`src/rtl/xfer_ctl_pkg.sv`:
```
`timescale 1ns/1ps
package xfer_ctl_pkg;
  localparam int BUS_W = 32;
  typedef enum logic [1:0] {
    BW_NONE = 2'd0,
    BW_FULL = 2'd1,
    BW_LO   = 2'd2,
    BW_HI   = 2'd3
  } base_wr_e;
endpackage

```
`src/rtl/xcr_base.sv`:
```
`timescale 1ns/1ps
module xcr_base
  import xfer_ctl_pkg::*;
#(
  parameter int                 BASE_W   = 28,
  parameter int                 LO_W     = 16,
  parameter logic [BASE_W-1:0]  BASE_RST = 28'h0C003A0
) (
  input  logic              clk,
  input  logic              rst_n,
  input  base_wr_e          wr_kind,
  input  logic              lock,
  input  logic [BUS_W-1:0]  wdata,
  output logic [BASE_W-1:0] base
);
  localparam int HI_W = BASE_W - LO_W;
  localparam logic [BASE_W-1:0] ALIGN_M = {{(BASE_W-2){1'b1}}, 2'b00};

  logic [BASE_W-1:0] base_q, base_d;
  logic [LO_W-1:0]   stg_q, stg_d;
  logic              stv_q, stv_d;
  logic              ld;

  assign ld = !lock && (wr_kind != BW_NONE);

  always_comb begin
    base_d = base_q;
    stg_d  = stg_q;
    stv_d  = stv_q;
    case (wr_kind)
      BW_FULL: begin
        base_d = wdata[BASE_W-1:0] & ALIGN_M;
        stv_d  = 1'b0;
      end
      BW_LO: begin
        stg_d = wdata[LO_W-1:0];
        stv_d = 1'b1;
      end
      BW_HI: begin
        if (stv_q) begin
          base_d = {wdata[LO_W +: HI_W], stg_q} & ALIGN_M;
          stv_d  = 1'b0;
        end
      end
      default: ;
    endcase
  end

  always_ff @(posedge clk or negedge rst_n) begin
    if (!rst_n) begin
      base_q <= BASE_RST;
      stg_q  <= '0;
      stv_q  <= 1'b0;
    end else if (ld) begin
      base_q <= base_d;
      stg_q  <= stg_d;
      stv_q  <= stv_d;
    end
  end

  assign base = base_q;
endmodule

```
`src/rtl/xcr_launch.sv`:
```
`timescale 1ns/1ps
module xcr_launch #(
  parameter int CHAN_W = 7
) (
  input  logic              clk,
  input  logic              rst_n,
  input  logic              wr_b0,
  input  logic              wr_b1,
  input  logic [CHAN_W-1:0] wr_chan,
  input  logic              wr_go,
  input  logic              wr_en,
  input  logic              hw_req,
  input  logic [CHAN_W-1:0] hw_chan,
  input  logic              eng_busy,
  input  logic              eng_done,
  output logic [CHAN_W-1:0] chan_q,
  output logic              en_q,
  output logic              sw_busy_q,
  output logic              act_q,
  output logic              pulse_q,
  output logic [CHAN_W-1:0] pchan_q,
  output logic              psw_q
);
  logic can_go, sw_go, hw_go;
  logic act_d, sw_d;

  assign can_go = en_q && !eng_busy && !act_q;
  assign sw_go  = wr_b0 && wr_go && can_go;
  assign hw_go  = hw_req && can_go && !sw_go;

  always_comb begin
    act_d = act_q;
    sw_d  = sw_busy_q;
    if (eng_done) begin
      act_d = 1'b0;
      sw_d  = 1'b0;
    end
    if (sw_go || hw_go) begin
      act_d = 1'b1;
      sw_d  = sw_go;
    end
  end

  always_ff @(posedge clk or negedge rst_n) begin
    if (!rst_n) begin
      chan_q    <= '0;
      en_q      <= 1'b0;
      sw_busy_q <= 1'b0;
      act_q     <= 1'b0;
      pulse_q   <= 1'b0;
      psw_q     <= 1'b0;
      pchan_q   <= '0;
    end else begin
      if (wr_b0) chan_q <= wr_chan;
      if (wr_b1) en_q   <= wr_en;
      sw_busy_q <= sw_d;
      act_q     <= act_d;
      pulse_q   <= sw_go || hw_go;
      psw_q     <= sw_go;
      if (sw_go || hw_go) pchan_q <= sw_go ? wr_chan : hw_chan;
    end
  end
endmodule

```
`src/rtl/xcr_irq.sv`:
```
`timescale 1ns/1ps
module xcr_irq (
  input  logic clk,
  input  logic rst_n,
  input  logic wr_b2,
  input  logic wr_ien,
  input  logic wr_clr,
  input  logic eng_done,
  output logic ien_q,
  output logic pend_q
);
  logic set, pend_d;

  assign set    = eng_done && ien_q;
  assign pend_d = set || (pend_q && !(wr_b2 && wr_clr));

  always_ff @(posedge clk or negedge rst_n) begin
    if (!rst_n) begin
      ien_q  <= 1'b0;
      pend_q <= 1'b0;
    end else begin
      if (wr_b2) ien_q <= wr_ien;
      pend_q <= pend_d;
    end
  end
endmodule

```
`src/rtl/xfer_ctl_regs.sv`:
```
`timescale 1ns/1ps
module xfer_ctl_regs
  import xfer_ctl_pkg::*;
#(
  parameter int                BASE_W   = 28,
  parameter int                CHAN_W   = 7,
  parameter int                ADDR_W   = 3,
  parameter logic [BASE_W-1:0] BASE_RST = 28'h0C003A0
) (
  input  logic              clk,
  input  logic              rst_n,
  input  logic              bus_sel,
  input  logic              bus_wr,
  input  logic [ADDR_W-1:0] bus_addr,
  input  logic [3:0]        bus_be,
  input  logic [BUS_W-1:0]  bus_wdata,
  output logic [BUS_W-1:0]  bus_rdata,
  input  logic              eng_busy,
  input  logic              eng_done,
  input  logic              hw_req,
  input  logic [CHAN_W-1:0] hw_chan,
  output logic              start_o,
  output logic [CHAN_W-1:0] start_chan_o,
  output logic              start_sw_o,
  output logic              irq_o
);
  localparam int GO_BIT  = 7;
  localparam int EN_BIT  = 8;
  localparam int IEN_BIT = 16;
  localparam int CLR_BIT = 17;

  // reset: asserted at once, released after two clock edges
  logic [1:0] rsync_q;
  logic       rst_q_n;
  always_ff @(posedge clk or negedge rst_n) begin
    if (!rst_n) rsync_q <= 2'b00;
    else        rsync_q <= {rsync_q[0], 1'b1};
  end
  assign rst_q_n = rsync_q[1];

  logic     wr_w0, wr_w1;
  base_wr_e wr_kind;
  always_comb begin
    wr_w0   = bus_sel && bus_wr && !bus_addr[2];
    wr_w1   = bus_sel && bus_wr &&  bus_addr[2];
    wr_kind = BW_NONE;
    if (wr_w0) begin
      case (bus_be)
        4'b1111: wr_kind = BW_FULL;
        4'b0011: wr_kind = BW_LO;
        4'b1100: wr_kind = BW_HI;
        default: wr_kind = BW_NONE;
      endcase
    end
  end

  logic [BASE_W-1:0] base_q;
  logic [CHAN_W-1:0] chan_q;
  logic              en_q, sw_busy_q, act_q, ien_q, pend_q;

  xcr_base #(.BASE_W(BASE_W), .LO_W(16), .BASE_RST(BASE_RST)) u_base (
    .clk(clk), .rst_n(rst_q_n), .wr_kind(wr_kind),
    .lock(eng_busy || act_q), .wdata(bus_wdata), .base(base_q)
  );

  xcr_launch #(.CHAN_W(CHAN_W)) u_launch (
    .clk(clk), .rst_n(rst_q_n),
    .wr_b0(wr_w1 && bus_be[0]), .wr_b1(wr_w1 && bus_be[1]),
    .wr_chan(bus_wdata[CHAN_W-1:0]), .wr_go(bus_wdata[GO_BIT]),
    .wr_en(bus_wdata[EN_BIT]),
    .hw_req(hw_req), .hw_chan(hw_chan),
    .eng_busy(eng_busy), .eng_done(eng_done),
    .chan_q(chan_q), .en_q(en_q), .sw_busy_q(sw_busy_q), .act_q(act_q),
    .pulse_q(start_o), .pchan_q(start_chan_o), .psw_q(start_sw_o)
  );

  xcr_irq u_irq (
    .clk(clk), .rst_n(rst_q_n), .wr_b2(wr_w1 && bus_be[2]),
    .wr_ien(bus_wdata[IEN_BIT]), .wr_clr(bus_wdata[CLR_BIT]),
    .eng_done(eng_done), .ien_q(ien_q), .pend_q(pend_q)
  );

  always_comb begin
    bus_rdata = '0;
    if (!bus_addr[2]) begin
      bus_rdata[BASE_W-1:0] = base_q;
    end else begin
      bus_rdata[CHAN_W-1:0] = chan_q;
      bus_rdata[GO_BIT]     = sw_busy_q;
      bus_rdata[EN_BIT]     = en_q;
      bus_rdata[IEN_BIT]    = ien_q;
      bus_rdata[CLR_BIT]    = pend_q;
    end
  end

  assign irq_o = pend_q;
endmodule

```
`config.mk`:
```
export PLATFORM = sky130hd
export DESIGN_NAME = xfer_ctl_regs
export DESIGN_NICKNAME = d
export VERILOG_FILES = /design/src/rtl/xfer_ctl_pkg.sv /design/src/rtl/xcr_base.sv /design/src/rtl/xcr_launch.sv /design/src/rtl/xcr_irq.sv /design/src/rtl/xfer_ctl_regs.sv
export SDC_FILE = /design/constraint.sdc
export NUM_CORES = 1
export LEC_CHECK = 0
export BUFFER_PORTS_ARGS = -buffer_cell sky130_fd_sc_hd__buf_2
export CAP_MARGIN = 10
export CORE_MARGIN = 2
export CORE_UTILIZATION = 40
export DETAILED_ROUTE_END_ITERATION = 10
export PLACE_DENSITY_LB_ADDON = 0.05
export SYNTH_ARGS = -nofsm -noshare
export SYNTH_HDL_FRONTEND = slang
export SYNTH_HIERARCHICAL = 1
export SYNTH_SLANG_ARGS = --single-unit
```
`constraint.sdc`:
```
create_clock -name clk -period 2.2 [get_ports clk]
set_input_delay 0.11 -clock clk [delete_from_list [all_inputs] [get_ports clk]]
set_output_delay 0.11 -clock clk [all_outputs]
set_load 0.03 [all_outputs]
```
Yosys cells after proc, flatten, opt, wreduce, memory -nomap -nowiden

Cells that the tools add are included.

Shift-type cells: 0
$add $sub $neg: 0
Multipliers: 0
Reduce and logical (&&, ||, !) cells: 33
Multiplexer cells: 13
Order comparisons: 0
Divide/modulo/power cells: 0
Bitwise operators: 0
Eq/ne operators: 7

Operators with widths:

| kind                                                | number |
|---|---|
| one-hot mux 28 bit (2 select lines)                 | 1 |
| 2-to-1 mux 28 bit                                   | 1 |
| logical AND 1 bit                                   | 16 |
| 2-to-1 mux 7 bit                                    | 2 |
| 2-to-1 mux 10 bit                                   | 1 |
| 2-to-1 mux 9 bit                                    | 1 |
| equality test 4 bit, second input constant          | 2 |
| nonzero test 2 bit                                  | 4 |
| zero test 1 bit                                     | 6 |
| one-hot mux 2 bit (3 select lines)                  | 1 |
| equality test 2 bit, second input constant          | 2 |
| equality test 4 x 2 -> 1 bit, second input constant | 1 |
| 2-to-1 mux 2 bit                                    | 2 |
| AND reduction 2 bit                                 | 2 |
| logical OR 1 bit                                    | 3 |
| 2-to-1 mux 1 bit                                    | 3 |
| AND reduction 3 bit                                 | 1 |
| equality test 2 x 1 -> 1 bit, second input constant | 1 |
| != test 2 x 1 -> 1 bit, second input constant       | 1 |
| one-hot mux 1 bit (2 select lines)                  | 1 |
| OR reduction 2 bit                                  | 1 |

ROM bits: 0
Word-level logic and storage cells: 66
Memories: 0
Register bits: 68
Bits in latches: 0
Bits in writable memories: 0

Depth between registers and ports, before layout

Gate-level depths: netlist of run 1.

Depth after elaboration: 9
Gate-level depth with buffers: 9
Gate-level depth less buffers: 5

Modules after synthesis

The synthesis of run 1 kept the hierarchy.

By module, submodules not included:

| module        | area each (µm²) | cells an instance | times used |
|---|---|---|---|
| xcr_base      | 1860.5          | 110               | 1 |
| xcr_launch    | 795.8           | 63                | 1 |
| xfer_ctl_regs | 434.2           | 51                | 1 |
| xcr_irq       | 77.6            | 5                 | 1 |

Worst setup path before layout of run 1

No wires, ideal clock.

Path type: input to register
Start point: input port bus_addr[2]
End point: register u_base.base_q[10] (netlist: u_base/base[10])
Data required time: 2.075 ns
Setup time: 0.125 ns
Stages: 7
Slack: 0.464 ns
Data arrival time: 1.611 ns
Cells stage by stage: buf_6 nand3b_4 nor3_1 and3_4 buf_6 buf_12 mux2_4

Word-level cells in the longest chain between the ends: 6
Elaborated cells on any way between the ends: 11
Classes of those cells: eq/ne: 3; mux: 2; reduce/logical: 6

RTL lines:

| what                                                     | RTL line            | RTL |
|---|---|---|
| start, declared                                          | xfer_ctl_regs.sv:14 | `input logic [ADDR_W-1:0] bus_addr,` |
| zero test 1 bit (*)                                      | -                   |  |
| logical AND 1 bit (*)                                    | xfer_ctl_regs.sv:44 | `wr_w0 = bus_sel && bus_wr && !bus_addr[2];` |
| 2-to-1 mux 2 bit (*)                                     | xfer_ctl_regs.sv:47 | `if (wr_w0) begin` |
| named net wr_kind[0]                                     | xfer_ctl_regs.sv:42 | `base_wr_e wr_kind;` |
| equality test 2 bit (tied with other cells)              | xcr_base.sv:30      | `case (wr_kind)` |
| != test 2 x 1 -> 1 bit (no line) (tied with other cells) | -                   |  |
| AND reduction 3 bit (no line)                            | -                   |  |
| end signal, assigned                                     | xcr_base.sv:55      | `base_q <= base_d;` |
| end, declared                                            | xcr_base.sv:19      | `logic [BASE_W-1:0] base_q, base_d;` |

The timed path passes the listed nets; every way through them passes the cells marked *.
A chain may end at the register's enable or synchronous reset.

Worst setup path after layout of run 1

Start point: register u_launch.act_q
End point: register u_base.base_q[6] (netlist: u_base/base[6])

Word-level cells in the longest chain between the ends: 4

RTL lines:

| what                          | RTL line            | RTL |
|---|---|---|
| start, declared               | xcr_launch.sv:19    | `output logic act_q,` |
| start signal, assigned        | xcr_launch.sv:57    | `act_q <= act_d;` |
| logical OR 1 bit              | xfer_ctl_regs.sv:63 | `.lock(eng_busy \|\| act_q), .wdata(bus_wdata), .base(base_q)` |
| zero test 1 bit               | xcr_base.sv:24      | `assign ld = !lock && (wr_kind != BW_NONE);` |
| logical AND 1 bit             | xcr_base.sv:24      |  |
| AND reduction 3 bit (no line) | -                   |  |

No other way between the ends.

==> summary.txt, run 1 <==
Seq cells post-synth: 64
Worst setup SP type: flip-flop
nature of the critical path endpoint: flip-flop
Die Area: 8650 um^2
P_leak: 1.97 nW
RSZ-0062 raised after global routing: false
arrival time worst endpoint: 2.05 ns
HP Class: primary input to flip-flop
WL final: 6470 um
Register Area: 1610 um^2
critical-path cell list: or2_2 > inv_1 > and3_4 > buf_4 > mux2_4
Initial Util: 41.2%
# diodes: 0
Max Fclk: 0.547 GHz
Row Count: 32
Pwr Total: 3.33 mW
routed vias: 2,064
fin crit share: 83.1%
NumNets Final: 382
ys flop type: dfrtp_1
CTS tree: done
clk slew on worst S/H paths: 0.07 ns
Max-Cap Viols: 0
setup tns final: 0 ns
Yosys warning total: 6
Async S/R FF share, synth: 100%
Mapped Cells: 229
PwrDens: 839 nW/um^2
drt initial violations: 80
CP peak stage delay: 0.39 ns
fin crit period: 1.83 ns
Yosys cell types: 33
RePlAce Congestion: 0.691
core area: 7690 um^2
post-DR vias/cell: 4.73
DRT Pass-1 Iters: 4
Buffers on Ports: 84
drt wl/cell: 14.8 um
Slew Limit Headroom: 65.1%
status: completed
area grow syn2layout: 25.4%
cells resized by post-CTS repair: 0
Area contributors post-synth: dfrtp_1, mux2_2, mux2_4, dfstp_2, mux2_1
htree depth: 3
largest net degree at the start of global routing: 42
global-route wire length before repair: 10,800 um
Post-Syn Area: 3170 um^2
grt met2 use: 25.3%
worst hold margin: 0.00896 ns
Crit-path slowest cell: dfrtp_1
M3 GR Usage: 5.08%
dpl hpwl: 4320 um
fin. max-slew vios: 0
GRT Overall Usage: 16.5%
CP Class: flip-flop to flip-flop
CTS Sinks: 64
Clock Skew: 0.00510 ns
Mean Syn Cell Area: 13.8 um^2
I/O pin cnt: 95
GRT busiest layer: met2
Worst EP required: 2.42 ns
Seq/Total Area, Yosys: 50.8%
Die Ht: 93.0 um
Num CTS Buffers: 9
initial antenna violation count: 0
worst-path fanout max: 16
clk_lat worst skew: 0.33 ns
number of global-route vias before repair: 2,109
area leader, netlist: dfrtp_1
Multi-input gate area: 1400 um^2
met1 GRT Util: 22.5%
Util after Layout: 51.7%
share of cells above drive strength 1: 54.5%
final setup fails: 0
clk buf depth: 2
Slew @ Worst Pin: 0.523 ns
Die X: 93.0 um
Remaining Overflow, GRT: 0
DRC: 0
area share of the largest cell type after synthesis: 45.8%
number of flops mapped to enable cells by yosys: 0
CTS Root Cell: clkbuf_8
fillers: 721
Peak VDD IR: 473 uV
Final ANT Viol Nets: 0
Hold Fails Final Rpt: 0
[layer usage]
metal  up-vias  part of all wire [%]  wire length (um)
li1        999                     -                 -
met1      1006                    49              3150
met2        55                    45              2920
met3         4                   5.1               332
met4         0                  0.93                60
met5         -                     0                 0
[what timing repair did]
item | CTS | global route
hold endpoints to repair | 12 | 0
setup buffers | 0 | 0
hold buffers | 11 | 0
[power by group]
group | switching [mW] | internal, mW
clock | 0.432 | 0.583
combinational | 0.443 | 0.368
sequential | 0.108 | 1.40
[logic make-up after synthesis]
group	synth area share [%]
multiplexers	28.8
flip-flops	50.8
AND/OR/NAND/NOR	9.32
buffers and inverters	5.69
AO/OA/AOI/OAI	4.78
other	0.355
XOR/XNOR	0.277
[Yosys cell counts (all sizes together), types with 4 or more instances]
| master | number |
|---|---|
| a31oi | 7 |
| and3 | 9 |
| buf | 18 |
| dfrtp | 58 |
| dfstp | 6 |
| inv | 4 |
| mux2 | 74 |
| nor2b | 18 |
| o2bb2ai | 7 |
[layout by cell type (no fill, tap or decap), types with 3 or more instances in the layout]
master,synthesis,routed
dfrtp_1,58,57
mux2_4,21,21
buf_2,4,84
inv_1,4,4
nor2b_1,18,18
dfstp_2,6,6
conb_1,3,7
mux2_1,11,11
buf_4,7,7
mux2_2,42,42
o21ai_0,3,3
dlygate4sd3_1,0,11
a31oi_1,7,7
and3_1,8,8
o2bb2ai_1,7,7
nand2_1,3,3
clkbuf_8,0,11
and2_1,3,3
[flip-flops by register name (all words and copies together) (netlist names), 2 cells and up]
register          flops
u_base/base          26
u_launch/chan_q       7
u_launch/pchan_q      7
u_base/stg_q         14
rsync_q               2
[through the flow]
step                worst slack (ns)  cells  area (um^2)
floorplan                      0.296    233         3180
finish                         0.371    436         3970
CTS                            0.345    436         3970
global placement               0.367    409         3660
global route                   0.286    436         3970
detailed placement             0.347    409         3660
[path summary, 6_finish.rpt]
| check | start | endpoint | slack [ns] | depth (start not counted) |
|---|---|---|---|---|
| worst max-delay path | u_launch/act_q | u_base/base[6] | 0.37 | 5 |
| worst min-delay path | eng_done | u_launch/act_q | 0.009 | 2 |
| worst max register to register | u_launch/act_q | u_base/base[6] | 0.37 | 5 |
| worst min register to register | rsync_q[1] | u_base/base[2] | 0.24 | 0 |
| max in group asynchronous | rsync_q[1] | u_base/base[5] | 1.29 | 1 |
| min in group asynchronous | rst_n | rsync_q[0] | 0.09 | 2 |
[layout make-up]
| cell class | instances | share of cell area [%] |
|---|---|---|
| repair buffers | 104 | 15.7 |
| inverters | 4 | 0.378 |
| clock buffers | 13 | 4.00 |
| well taps | 102 | 3.21 |
| flip-flops and latches | 64 | 40.5 |
| clock inverters | 3 | 1.01 |
| multi-input cells | 146 | 35.2 |
[critical path: cells and delay by family, from the launching register on]
family	cells	cell delay [ns]
buffers and inverters	2	0.33
AND/OR/NAND/NOR	2	0.71
multiplexers	1	0.30
flip-flops	1	0.39
(Power assumes the default switching activity.)
==> run 2: changes to the inputs <==
clock period = 1.7 ns   (was 2.2 ns; I/O delays follow)
==> summary.txt, run 2 (synthesis results as in run 1) <==
status: completed
Pint: 2.92 mW
Gate power share: 26.2%
Hold Fails Final Rpt: 0
Sw Pwr: 1.30 mW
CTS Root Cell: clkbuf_8
sw frac: 30.9%
Remaining Overflow, GRT: 0
worst hold margin: 0.0299 ns
P_leak: 2.04 nW
initial antenna violation count: 0
Reg-to-Reg End: u_base/stg_q[7]
hold-critical path depth: 2
Max-Cap Viols: 0
Buffers on Ports: 84
CP Class: flip-flop to flip-flop
GRT Overall Usage: 16.9%
fin crit period: 1.63 ns
core area: 7690 um^2
Worst EP required: 1.92 ns
# diodes: 0
largest net degree at the start of global routing: 63
clk slew on worst S/H paths: 0.06 ns
Max Fclk: 0.614 GHz
Final ANT Viol Nets: 0
Peak VDD IR: 540 uV
area of placed instances: 3710 um^2
Util after Layout: 53.8%
NumNets Final: 400
Die Ht: 93.0 um
Final WS setup: 0.0711 ns
Crit-path slowest cell: dfrtp_1
CP peak stage delay: 0.39 ns
dpl hpwl: 4550 um
setup tns final: 0 ns
Num CTS Buffers: 9
WL met2: 3200 um
PwrDens: 1020 nW/um^2
htree depth: 3
worst-path fanout max: 8
RSZ-0062 raised after global routing: true
Worst setup SP type: flip-flop
nature of the critical path endpoint: flip-flop
Worst Hold Launch: bus_wdata[5]
global-route wire length before repair: 11,200 um
clk_lat worst skew: 0.34 ns
clk buf depth: 2
CTS Sinks: 64
Reg-to-Reg Start: u_launch/act_q
Clock Skew: 0.0111 ns
Die X: 93.0 um
drt initial violations: 42
DRC: 0
final setup fails: 0
drt wl/cell: 15.1 um
number of global-route vias before repair: 2,186
arrival time worst endpoint: 1.85 ns
DRT Pass-1 Iters: 4
met3 wire len: 324 um
RePlAce Congestion: 0.737
share of cells above drive strength 1: 53.4%
met1 wire length: 3260 um
dpl cells: 414
I/O pin cnt: 95
Die Area: 8650 um^2
Pwr Total: 4.23 mW
post-DR vias/cell: 4.81
Largest register FFs: 26
critical-path cell list: or2_4 > buf_4 > nor3b_4 > buf_6 > mux2_2
WL final: 6850 um
routed vias: 2,186
Post-Layout Cell Count: 454
DR top layer: met4
pre-CTS setup slack: -0.00592 ns
FF-to-FF setup slack: 0.07 ns
CTS tree: done
Reg2Reg Depth: 5
most common cell after layout, fill and taps aside: buf_2
HP Class: primary input to flip-flop
most frequent cells in the layout: buf_2, dfrtp_1, mux2_2
area grow syn2layout: 30.6%
Row Count: 32
Initial Util: 41.2%
fin. max-slew vios: 0
Clk pwr share: 27.9%
Sequential Power Share: 46.0%
fin area: 4140 um^2
hold endpoint: u_base/stg_q[5]
fin crit share: 95.8%
-- run 2: per-layer routing --
metal | global-route usage, % | up-vias
li1 | - | 1033
met1 | 23.5 | 1084
met2 | 25.5 | 60
met3 | 5.32 | 9
met4 | 4.90 | 0
met5 | 0 | -
-- run 2: worst max-delay path by stage --
stage,startpoint,endpoint
after floorplan,u_launch/act_q,u_base/base[10]
after global placement,bus_be[1],u_base/base[13]
after detailed placement,bus_be[1],u_base/base[14]
after CTS,u_launch/act_q,u_base/stg_q[6]
after global routing,u_launch/act_q,u_base/stg_q[10]
final,u_launch/act_q,u_base/stg_q[7]
-- run 2: final cells by class --
class | count | area, um^2
clock buffer | 13 | 159
clock inverter | 3 | 17.5
fill | 713 | 3550
inverter | 4 | 15.0
multi-input combinational | 146 | 1410
sequential | 64 | 1610
tap | 102 | 128
timing repair buffer | 122 | 798
-- run 2: power by group through the flow --
stage / combinational, mW / sequential (mW) / clock (mW)
6_report: 1.11 / 1.94 / 1.18
5_1_grt: 1.19 / 1.98 / 1.30
4_1_cts: 1.12 / 1.94 / 1.23
3_5_place_dp: 1.07 / 1.97 / 0
3_3_place_gp: 1.06 / 1.96 / 0
2_1_floorplan: 0.626 / 2.10 / 0
-- run 2: timing repair --
item / in CTS / in global routing
resized for setup: 0 / 4
hold buffers: 24 / 0
setup endpoints to repair: 0 / 23
setup buffers: 0 / 0
endpoints found under the hold margin: 27 / 0
-- run 2: critical path, delay by kind of cell (launching register included) --
family / cells / cell delay [ns]
flip-flops: 1 / 0.39
AND/OR/NAND/NOR: 2 / 0.47
buffers and inverters: 2 / 0.32
multiplexers: 1 / 0.34
